<file path="src/rtl/bmc_pkg.sv">
package bmc_pkg;

  typedef enum logic [2:0] {
    ST_OFF,
    ST_PWM,
    ST_IDLE,
    ST_HIGH,
    ST_LOW
  } bmcState_e;

  // synchronized comparator flags
  typedef struct packed {
    logic belowExit;
    logic atTarget;
    logic aboveUpper;
    logic lightLoad;
    logic peak;
    logic limit;
    logic zero;
  } flagVec_t;

  localparam int unsigned FLAG_W = $bits(flagVec_t);

  // control -> datapath strobes
  typedef struct packed {
    logic lsRun;
  } ctlStrobe_t;

endpackage

</file>
<file path="src/rtl/bmc_datapath.sv">
module bmc_datapath
  import bmc_pkg::*;
#(
  parameter int unsigned CYCLE_LEN  = 8,
  parameter int unsigned LS_TIMEOUT = 16
) (
  input  logic       clk,
  input  logic       rst_n,
  input  flagVec_t   rawFlags,
  input  ctlStrobe_t strobe,
  output flagVec_t   syncFlags,
  output logic       cycEdge,
  output logic       lsTimeout
);

  localparam int unsigned CW = (CYCLE_LEN  > 1) ? $clog2(CYCLE_LEN)    : 1;
  localparam int unsigned LW = (LS_TIMEOUT > 1) ? $clog2(LS_TIMEOUT+1) : 1;

  logic [FLAG_W-1:0] rawBits;
  logic [FLAG_W-1:0] stage1;
  logic [FLAG_W-1:0] stage2;

  assign rawBits = rawFlags;

  // two-flop synchronizer per flag
  for (genvar i = 0; i < FLAG_W; i++) begin : g_sync
    always_ff @(posedge clk) begin
      if (!rst_n) begin
        stage1[i] <= 1'b0;
        stage2[i] <= 1'b0;
      end else begin
        stage1[i] <= rawBits[i];
        stage2[i] <= stage1[i];
      end
    end
  end

  assign syncFlags = flagVec_t'(stage2);

  // switching-cycle counter
  logic [CW-1:0] cycCnt;
  assign cycEdge = (cycCnt == CW'(CYCLE_LEN - 1));

  always_ff @(posedge clk) begin
    if (!rst_n)       cycCnt <= '0;
    else if (cycEdge) cycCnt <= '0;
    else              cycCnt <= cycCnt + 1'b1;
  end

  // low-side phase timer
  logic [LW-1:0] lsCnt;
  assign lsTimeout = (lsCnt == LW'(LS_TIMEOUT - 1));

  always_ff @(posedge clk) begin
    if (!rst_n || !strobe.lsRun) lsCnt <= '0;
    else                         lsCnt <= lsCnt + 1'b1;
  end

endmodule

</file>
<file path="src/rtl/bmc_control.sv">
module bmc_control
  import bmc_pkg::*;
(
  input  logic       clk,
  input  logic       rst_n,
  input  logic       enable,
  input  logic       pwmDrive,
  input  flagVec_t   syncFlags,
  input  logic       cycEdge,
  input  logic       lsTimeout,
  output ctlStrobe_t strobe,
  output logic       hsEn,
  output logic       lsEn,
  output logic       modeBurst,
  output logic       switching
);

  bmcState_e state, nextState;
  logic exitPend, stopReq;
  logic inBurst;

  assign inBurst = (state == ST_IDLE) || (state == ST_HIGH) || (state == ST_LOW);

  always_comb begin
    nextState = state;
    case (state)
      ST_OFF:  if (enable) nextState = ST_PWM;
      ST_PWM:  if (cycEdge && syncFlags.lightLoad && !syncFlags.belowExit)
                 nextState = ST_IDLE;
      ST_IDLE, ST_HIGH, ST_LOW: begin
        if (cycEdge && (exitPend || syncFlags.belowExit)) begin
          nextState = ST_PWM;
        end else begin
          case (state)
            ST_IDLE: if (syncFlags.atTarget && !syncFlags.aboveUpper)
                       nextState = ST_HIGH;
            ST_HIGH: if (syncFlags.peak || syncFlags.limit)
                       nextState = ST_LOW;
            default: if (syncFlags.zero || lsTimeout)
                       nextState = (stopReq || syncFlags.aboveUpper || syncFlags.limit)
                                   ? ST_IDLE : ST_HIGH;
          endcase
        end
      end
      default: nextState = ST_OFF;
    endcase
    if (!enable) nextState = ST_OFF;
  end

  always_ff @(posedge clk) begin
    if (!rst_n) begin
      state    <= ST_OFF;
      exitPend <= 1'b0;
      stopReq  <= 1'b0;
    end else begin
      state <= nextState;
      if (!inBurst || nextState == ST_PWM || nextState == ST_OFF)
        exitPend <= 1'b0;
      else if (syncFlags.belowExit)
        exitPend <= 1'b1;
      if (state == ST_HIGH || state == ST_LOW) begin
        if (syncFlags.aboveUpper || syncFlags.limit) stopReq <= 1'b1;
      end else begin
        stopReq <= 1'b0;
      end
    end
  end

  always_comb begin
    hsEn      = 1'b0;
    lsEn      = 1'b0;
    switching = 1'b0;
    case (state)
      ST_PWM:  begin hsEn = pwmDrive; lsEn = !pwmDrive; switching = 1'b1; end
      ST_HIGH: begin hsEn = 1'b1; switching = 1'b1; end
      ST_LOW:  begin lsEn = 1'b1; switching = 1'b1; end
      default: ;
    endcase
  end

  assign modeBurst    = inBurst;
  assign strobe.lsRun = (state == ST_LOW);

endmodule

</file>
<file path="src/rtl/burst_mode_ctrl.sv">
module burst_mode_ctrl
  import bmc_pkg::*;
#(
  parameter int unsigned CYCLE_LEN  = 8,
  parameter int unsigned LS_TIMEOUT = 16
) (
  input  logic clk,
  input  logic rst_n,
  input  logic enable,
  input  logic pwmDrive,
  input  logic belowExit,
  input  logic atTarget,
  input  logic aboveUpper,
  input  logic lightLoad,
  input  logic peakReached,
  input  logic burstLimit,
  input  logic zeroCurrent,
  output logic modeBurst,
  output logic hsEn,
  output logic lsEn,
  output logic switching
);

  flagVec_t   rawFlags;
  flagVec_t   syncFlags;
  ctlStrobe_t strobe;
  logic       cycEdge;
  logic       lsTimeout;

  assign rawFlags = '{belowExit:  belowExit,
                      atTarget:   atTarget,
                      aboveUpper: aboveUpper,
                      lightLoad:  lightLoad,
                      peak:       peakReached,
                      limit:      burstLimit,
                      zero:       zeroCurrent};

  bmc_datapath #(.CYCLE_LEN(CYCLE_LEN), .LS_TIMEOUT(LS_TIMEOUT)) u_dp (
    .clk       (clk),
    .rst_n     (rst_n),
    .rawFlags  (rawFlags),
    .strobe    (strobe),
    .syncFlags (syncFlags),
    .cycEdge   (cycEdge),
    .lsTimeout (lsTimeout)
  );

  bmc_control u_ctl (
    .clk       (clk),
    .rst_n     (rst_n),
    .enable    (enable),
    .pwmDrive  (pwmDrive),
    .syncFlags (syncFlags),
    .cycEdge   (cycEdge),
    .lsTimeout (lsTimeout),
    .strobe    (strobe),
    .hsEn      (hsEn),
    .lsEn      (lsEn),
    .modeBurst (modeBurst),
    .switching (switching)
  );

endmodule

</file>
<file path="config.mk">
export PLATFORM = sky130hd
export DESIGN_NAME = burst_mode_ctrl
export DESIGN_NICKNAME = d
export VERILOG_FILES = /design/src/rtl/bmc_pkg.sv /design/src/rtl/bmc_datapath.sv /design/src/rtl/bmc_control.sv /design/src/rtl/burst_mode_ctrl.sv
export SDC_FILE = /design/constraint.sdc
export NUM_CORES = 1
export LEC_CHECK = 0
export BUFFER_PORTS_ARGS = -buffer_cell sky130_fd_sc_hd__buf_2
export CAP_MARGIN = 20
export CORE_ASPECT_RATIO = 0.75
export CORE_MARGIN = 1.5
export CORE_UTILIZATION = 37
export CTS_BUF_LIST = sky130_fd_sc_hd__clkbuf_8 sky130_fd_sc_hd__clkbuf_16
export DETAILED_ROUTE_END_ITERATION = 8
export GPL_ROUTABILITY_DRIVEN = 1
export PLACE_DENSITY = 0.62
export SETUP_SLACK_MARGIN = 0.15
export SLEW_MARGIN = 20
export SYNTH_ARGS = -nofsm -noshare
export SYNTH_HDL_FRONTEND = slang
export SYNTH_SLANG_ARGS = --single-unit
</file>
<file path="constraint.sdc">
create_clock -name clk -period 1.5 [get_ports clk]
set_input_delay 0.225 -clock clk [delete_from_list [all_inputs] [get_ports clk]]
set_output_delay 0.225 -clock clk [all_outputs]
set_load 0.02 [all_outputs]
</file>
== Word level (Yosys, flattened, before mapping) ==
Cells that the tools add are included.
Storage, ports and cells
  bits in registers: 27
  input port bits: 11
Operators by class
  add/sub/neg operators: 2
  equality and inequality tests: 7
  multiplexer cells: 12
  bitwise gates (word level): 1
  reductions and logical operators: 29
Operator list (count)
  2-to-1 mux 3 bit: 6
  logical OR 1 bit: 12
  one-hot mux 3 bit (3 select lines): 1
  equality test 3 x 1 -> 1 bit, second input constant: 2
  equality test 3 x 2 -> 1 bit, second input constant: 2
  equality test 3 bit, second input constant: 2
  logical NOT 1 bit: 6
  logical NOT 3 bit: 2
  one-hot mux 3 bit (2 select lines): 1
  OR reduction 3 bit: 2
  adder 5 x 1 -> 5 bit, second input constant: 1
  equality test 5 x 4 -> 1 bit, second input constant: 1
  logical AND 1 bit: 4
  one-hot mux 1 bit (2 select lines): 2
  OR reduction 2 bit: 2
  adder 3 x 1 -> 3 bit, second input constant: 1
  2-to-1 mux 1 bit: 2
  AND reduction 2 bit: 1
  NOT 1 bit: 1

== Depth between registers and ports, before layout ==
  word-level depth: 12
  mapped depth: 7
  mapped depth without buffers: 7

== By module ==
A second synthesis with hierarchy kept.
Second synthesis, totals
  cells, all modules: 99
  area total of the unflattened synthesis: 1058.5 µm²
Modules (own cells, without submodules)
  bmc_datapath: instances 1, cells an instance 57, area each 688.2 µm²
  bmc_control: instances 1, cells an instance 42, area each 370.4 µm²

== Worst setup path after synthesis ==
OpenSTA, ideal clock, no wires.
  path type: register to register
  start point: reg u_dp.lsCnt[0]
  end point: reg u_ctl.state[1]
  setup time: 0.115 ns
  arrival: 1.362 ns
  required time: 1.385 ns
  slack: 0.023 ns
  cell stages (with the launch flop): 7
  path buffers: 0
  path through: dfxtp_1 -> ha_1 -> and3_1 -> ha_1 -> o32a_1 -> a21oi_1 -> nor2_1
Between the ends
  word-level cells in the longest chain between the ends: 7
Ends and longest elaborated chain
  from (decl): line bmc_datapath.sv:51  | logic [LW-1:0] lsCnt;
  from (signal assigned): line bmc_datapath.sv:56  | else lsCnt <= lsCnt + 1'b1;
  equality test 5 x 4 -> 1 bit: line bmc_datapath.sv:52  | assign lsTimeout = (lsCnt == LW'(LS_TIMEOUT - 1));
  logical OR 1 bit: line bmc_control.sv:39  | default: if (syncFlags.zero || lsTimeout)
  2-to-1 mux 3 bit: line bmc_control.sv:39
  one-hot mux 3 bit (2 select lines): line bmc_control.sv:34  | case (state)
  2-to-1 mux 3 bit: line bmc_control.sv:31  | if (cycEdge && (exitPend || syncFlags.belowExit)) begin
  one-hot mux 3 bit (3 select lines): line bmc_control.sv:26  | case (state)
  2-to-1 mux 3 bit: line bmc_control.sv:47  | if (!enable) nextState = ST_OFF;
  to (signal assigned): line bmc_control.sv:56  | state <= nextState;
  to (decl): line bmc_control.sv:18  | bmcState_e state, nextState;
No other way between the ends.
A chain may end at the register's enable or synchronous reset.

== Worst setup path after layout ==
  start point: reg u_ctl.state[0]
  end point: reg u_ctl.exitPend
Between the ends
  word-level cells in the longest chain between the ends: 9
Ends and longest elaborated chain
  equality test 3 x 2 -> 1 bit, or another cell as far along: line bmc_control.sv:22, bmc_control.sv:26, bmc_control.sv:34
  one-hot mux 3 bit (2 select lines): line bmc_control.sv:34
  2-to-1 mux 3 bit: line bmc_control.sv:31
  one-hot mux 3 bit (3 select lines): line bmc_control.sv:26
  2-to-1 mux 3 bit: line bmc_control.sv:47
  equality test 3 x 1 -> 1 bit: line bmc_control.sv:57  | if (!inBurst || nextState == ST_PWM || nextState == ST_OFF)
  logical OR 1 bit: line bmc_control.sv:57
  logical OR 1 bit *: line bmc_control.sv:57
  OR reduction 2 bit (no line) *
  to (signal assigned): line bmc_control.sv:53  | exitPend <= 1'b0;
  to (signal assigned): line bmc_control.sv:58  | exitPend <= 1'b0;
  to (signal assigned): line bmc_control.sv:60  | exitPend <= 1'b1;
  to (decl): line bmc_control.sv:19  | logic exitPend, stopReq;
Every way passes the cells marked *; elsewhere a longest branch is shown, timed or not.

==> out/summary.txt <==
# IOs: 15
Comb power frac: 0.082
status: finished with violations
WL per Instance: 12.0 um
final hold vios: 0
Worst-Skew Late Latency: 0.27 ns
Post-route DRC: 0
Flop pwr share: 0.608
flop2flop setup slack: -0.01 ns
ratio of cells with drive above 1 in the final layout: 0.447
Max-cap violations: 0
post-route minimum period: 1.51 ns
synth top area cells: dfxtp_1 52%, and2_1 9.0%, nor2_1 5.0%, ha_1 4.8%, a21oi_1 2.4%
TNS Setup: -0.0122 ns
largest net degree at the start of global routing: 23
Fmax: 661 MHz
sequential area share after synthesis: 0.519
register bit total from synthesis: 27
critical path launch point type: flop
failing checks: setup timing
CTS sink count: 27
Setup Slack @ Placement: 0.0580 ns
measured slew at the worst slew-check pin: 0.309 ns
CTS Buffer Depth: 2
Worst setup EP type: flop
post-synth top area cell: dfxtp_1
Commonest cells post-synth: 27 x dfxtp_1, 15 x and2_1, 14 x nor2_1
setup ws final: -0.0122 ns
# H-tree levels: 1
root buf cell: clkbuf_8
Pint: 979 uW
Worst R2R Start: u_ctl.state[0]
maximum fanout along the worst path: 4
Switch Pwr: 261 uW
Hold Path Class: in -> reg
row cnt: 16
number of port buffers: 14
post-layout util: 0.542
via count: 812
die width: 64.3 um
Max Clock Skew: 0.00686 ns
detailed placer's ending HPWL: 1250 um
Buf+Inv Stages, Crit Path: 1
Cells after Synth: 106
CP Class: reg -> reg
CP max stage cell: or3b_4
Worst Path Required: 1.70 ns
core area: 2640 um^2
CTS tree: done
Crit path largest cell delay: 0.41 ns
CP Cell Sequence: or3b_4, buf_4, a21oi_4, a32oi_1, a21oi_1
Top FF cell, synth: dfxtp_1
final setup violating endpoints: 1
Reg clk slew, reported paths: 0.09 ns
Final Max Slew Viols: 0
fin crit share: 1.01
filler instances: 254
Clk pwr share: 0.310
Iter 0 DRT Violations: 29
sw frac: 0.211
P per Cell Area: 865 nW/um^2
Antenna Violating Nets Remaining: 0
antenna violations before repair: 0
WL final: 2010 um
Initial DRT Pass Iterations: 4
vias in the first global route: 784
post-synth cell types: 33
RePlAce Congestion: 0.854
first-pass GRT wire length: 3390 um
WP data arrival: 1.71 ns
Slew headroom: 0.792
Nets: 148
Die Ht: 49.0 um
# diodes: 0
cts bufs inserted: 3
GRT Total Usage: 0.140
CP delay by family, top: compound AO/OA/AOI/OAI gates
Leakage: 0.000573 uW
hold endpoint: u_dp.stage1[3]
cell count of the worst reg-to-reg path: 5
Starting Density: 0.394
Post-synth EDFFs: 0
Hold Path Depth: 2
area share of the largest cell type after synthesis: 0.519
Hold Buf Count CTS: 0
Congestion Overflow GR: 0
cell with the most instances after synthesis: dfxtp_1
mapped cell area: 1040 um^2
vias per inst: 4.83
VDD IR max: 568 uV
R2R Path End: u_ctl.exitPend
fraction of registers with async set/reset: 0
syn avg cell area: 9.83 um^2
Layout Area Growth over Synthesis: 37.5%
RSZ-0062 raised after global routing: yes
Synth Net Count: 121
Syn. warnings: 0
hold path start: lightLoad
Die Area: 3150 um^2
## power groups by stage
stage	Combinational, uW	Clock (uW)	Sequential [uW]
2_1_floorplan	49.4	0	765
3_3_place_gp	67.5	0	770
3_5_place_dp	70.2	0	771
4_1_cts	87.9	412	752
5_1_grt	116	444	757
6_report	102	385	753
## flip-flops by register name (all words and copies together), names as in the netlist
signal and count:
u_ctl.exitPend 1, u_ctl.state 3, u_ctl.stopReq 1, u_dp.cycCnt 3, u_dp.lsCnt 5, u_dp.stage1 7
u_dp.syncFlags 7
## placed cells by master (no fill, tap or decap), types with 2 or more instances in the layout
cell and instances:
a21oi_2 3, dfxtp_2 4, dfxtp_1 22, buf_4 11, ha_4 3, inv_1 3, and3b_1 2, nor2_1 12
buf_2 11, nand3_1 3, nand2_1 4, and2_1 14, clkbuf_8 3, nor2_4 2, a21oi_1 2, buf_6 4
## worst max-delay path by stage
stage | from | endpoint | slack (ns) | cells after the start
after global routing | u_ctl.state[2] | u_ctl.exitPend | -0.05 | 5
final | u_ctl.state[0] | u_ctl.exitPend | -0.01 | 5
after CTS | u_ctl.state[0] | modeBurst | 0.02 | 3
after global placement | u_dp.lsCnt[0] | u_ctl.exitPend | 0.08 | 7
after floorplan | u_dp.lsCnt[0] | u_ctl.state[1] | 0.14 | 6
after detailed placement | u_dp.cycCnt[0] | u_ctl.state[0] | 0.06 | 6
## what timing repair did
action / CTS / global route
pin swaps: 6 / 5
gates resized for setup: 15 / 19
buffers inserted: 6 / 4
endpoints found under the setup margin: 8 / 8
gates cloned: 0 / 0
## metrics by stage
| stage | cells | area, um^2 | power (uW) | hold WS, ns |
|---|---|---|---|---|
| final | 168 | 1430 | 1240 | 0.160 |
| after global routing | 168 | 1430 | 1320 | 0.151 |
| after CTS | 164 | 1340 | 1250 | 0.149 |
| after detailed placement | 154 | 1190 | 841 | 0.421 |
| after global placement | 154 | 1190 | 837 | 0.409 |
| after floorplan | 106 | 1070 | 814 | 0.352 |
## final cells by class
cell class                      count  area [um^2]  area share
Clock buffer                        3         41.3      0.0288
Sequential cell                    27          549       0.383
Tap cell                           36         45.0      0.0314
Multi-Input combinational cell     72          599       0.418
Timing Repair Buffer               26          183       0.128
Inverter                            3         11.3     0.00786
Clock inverter                      1         3.75     0.00262
## logic make-up (layout without fill, tap and decap cells)
| family | Yosys count | in the layout | synth area share |
|---|---|---|---|
| fa+ha+maj | 4 | 4 | 0.0480 |
| simple gates | 50 | 50 | 0.273 |
| compound gates | 16 | 16 | 0.116 |
| buf+inv | 7 | 33 | 0.0276 |
| xor+xnor | 2 | 2 | 0.0168 |
| flops | 27 | 27 | 0.519 |
## metal layers
metal / track usage / wire [um]
met3: 0.0508 / 96
met2: 0.227 / 949
met1: 0.169 / 907
met5: 0 / 0
met4: 0.0532 / 55
## worst reg2reg max path: stages, from the launching register on
cell and delay [ns]:
dfxtp_4 0.36, or3b_4 0.41, buf_4 0.17, a21oi_4 0.18, a32oi_1 0.14, a21oi_1 0.17
No activity file was read; power rests on OpenSTA's default activity.
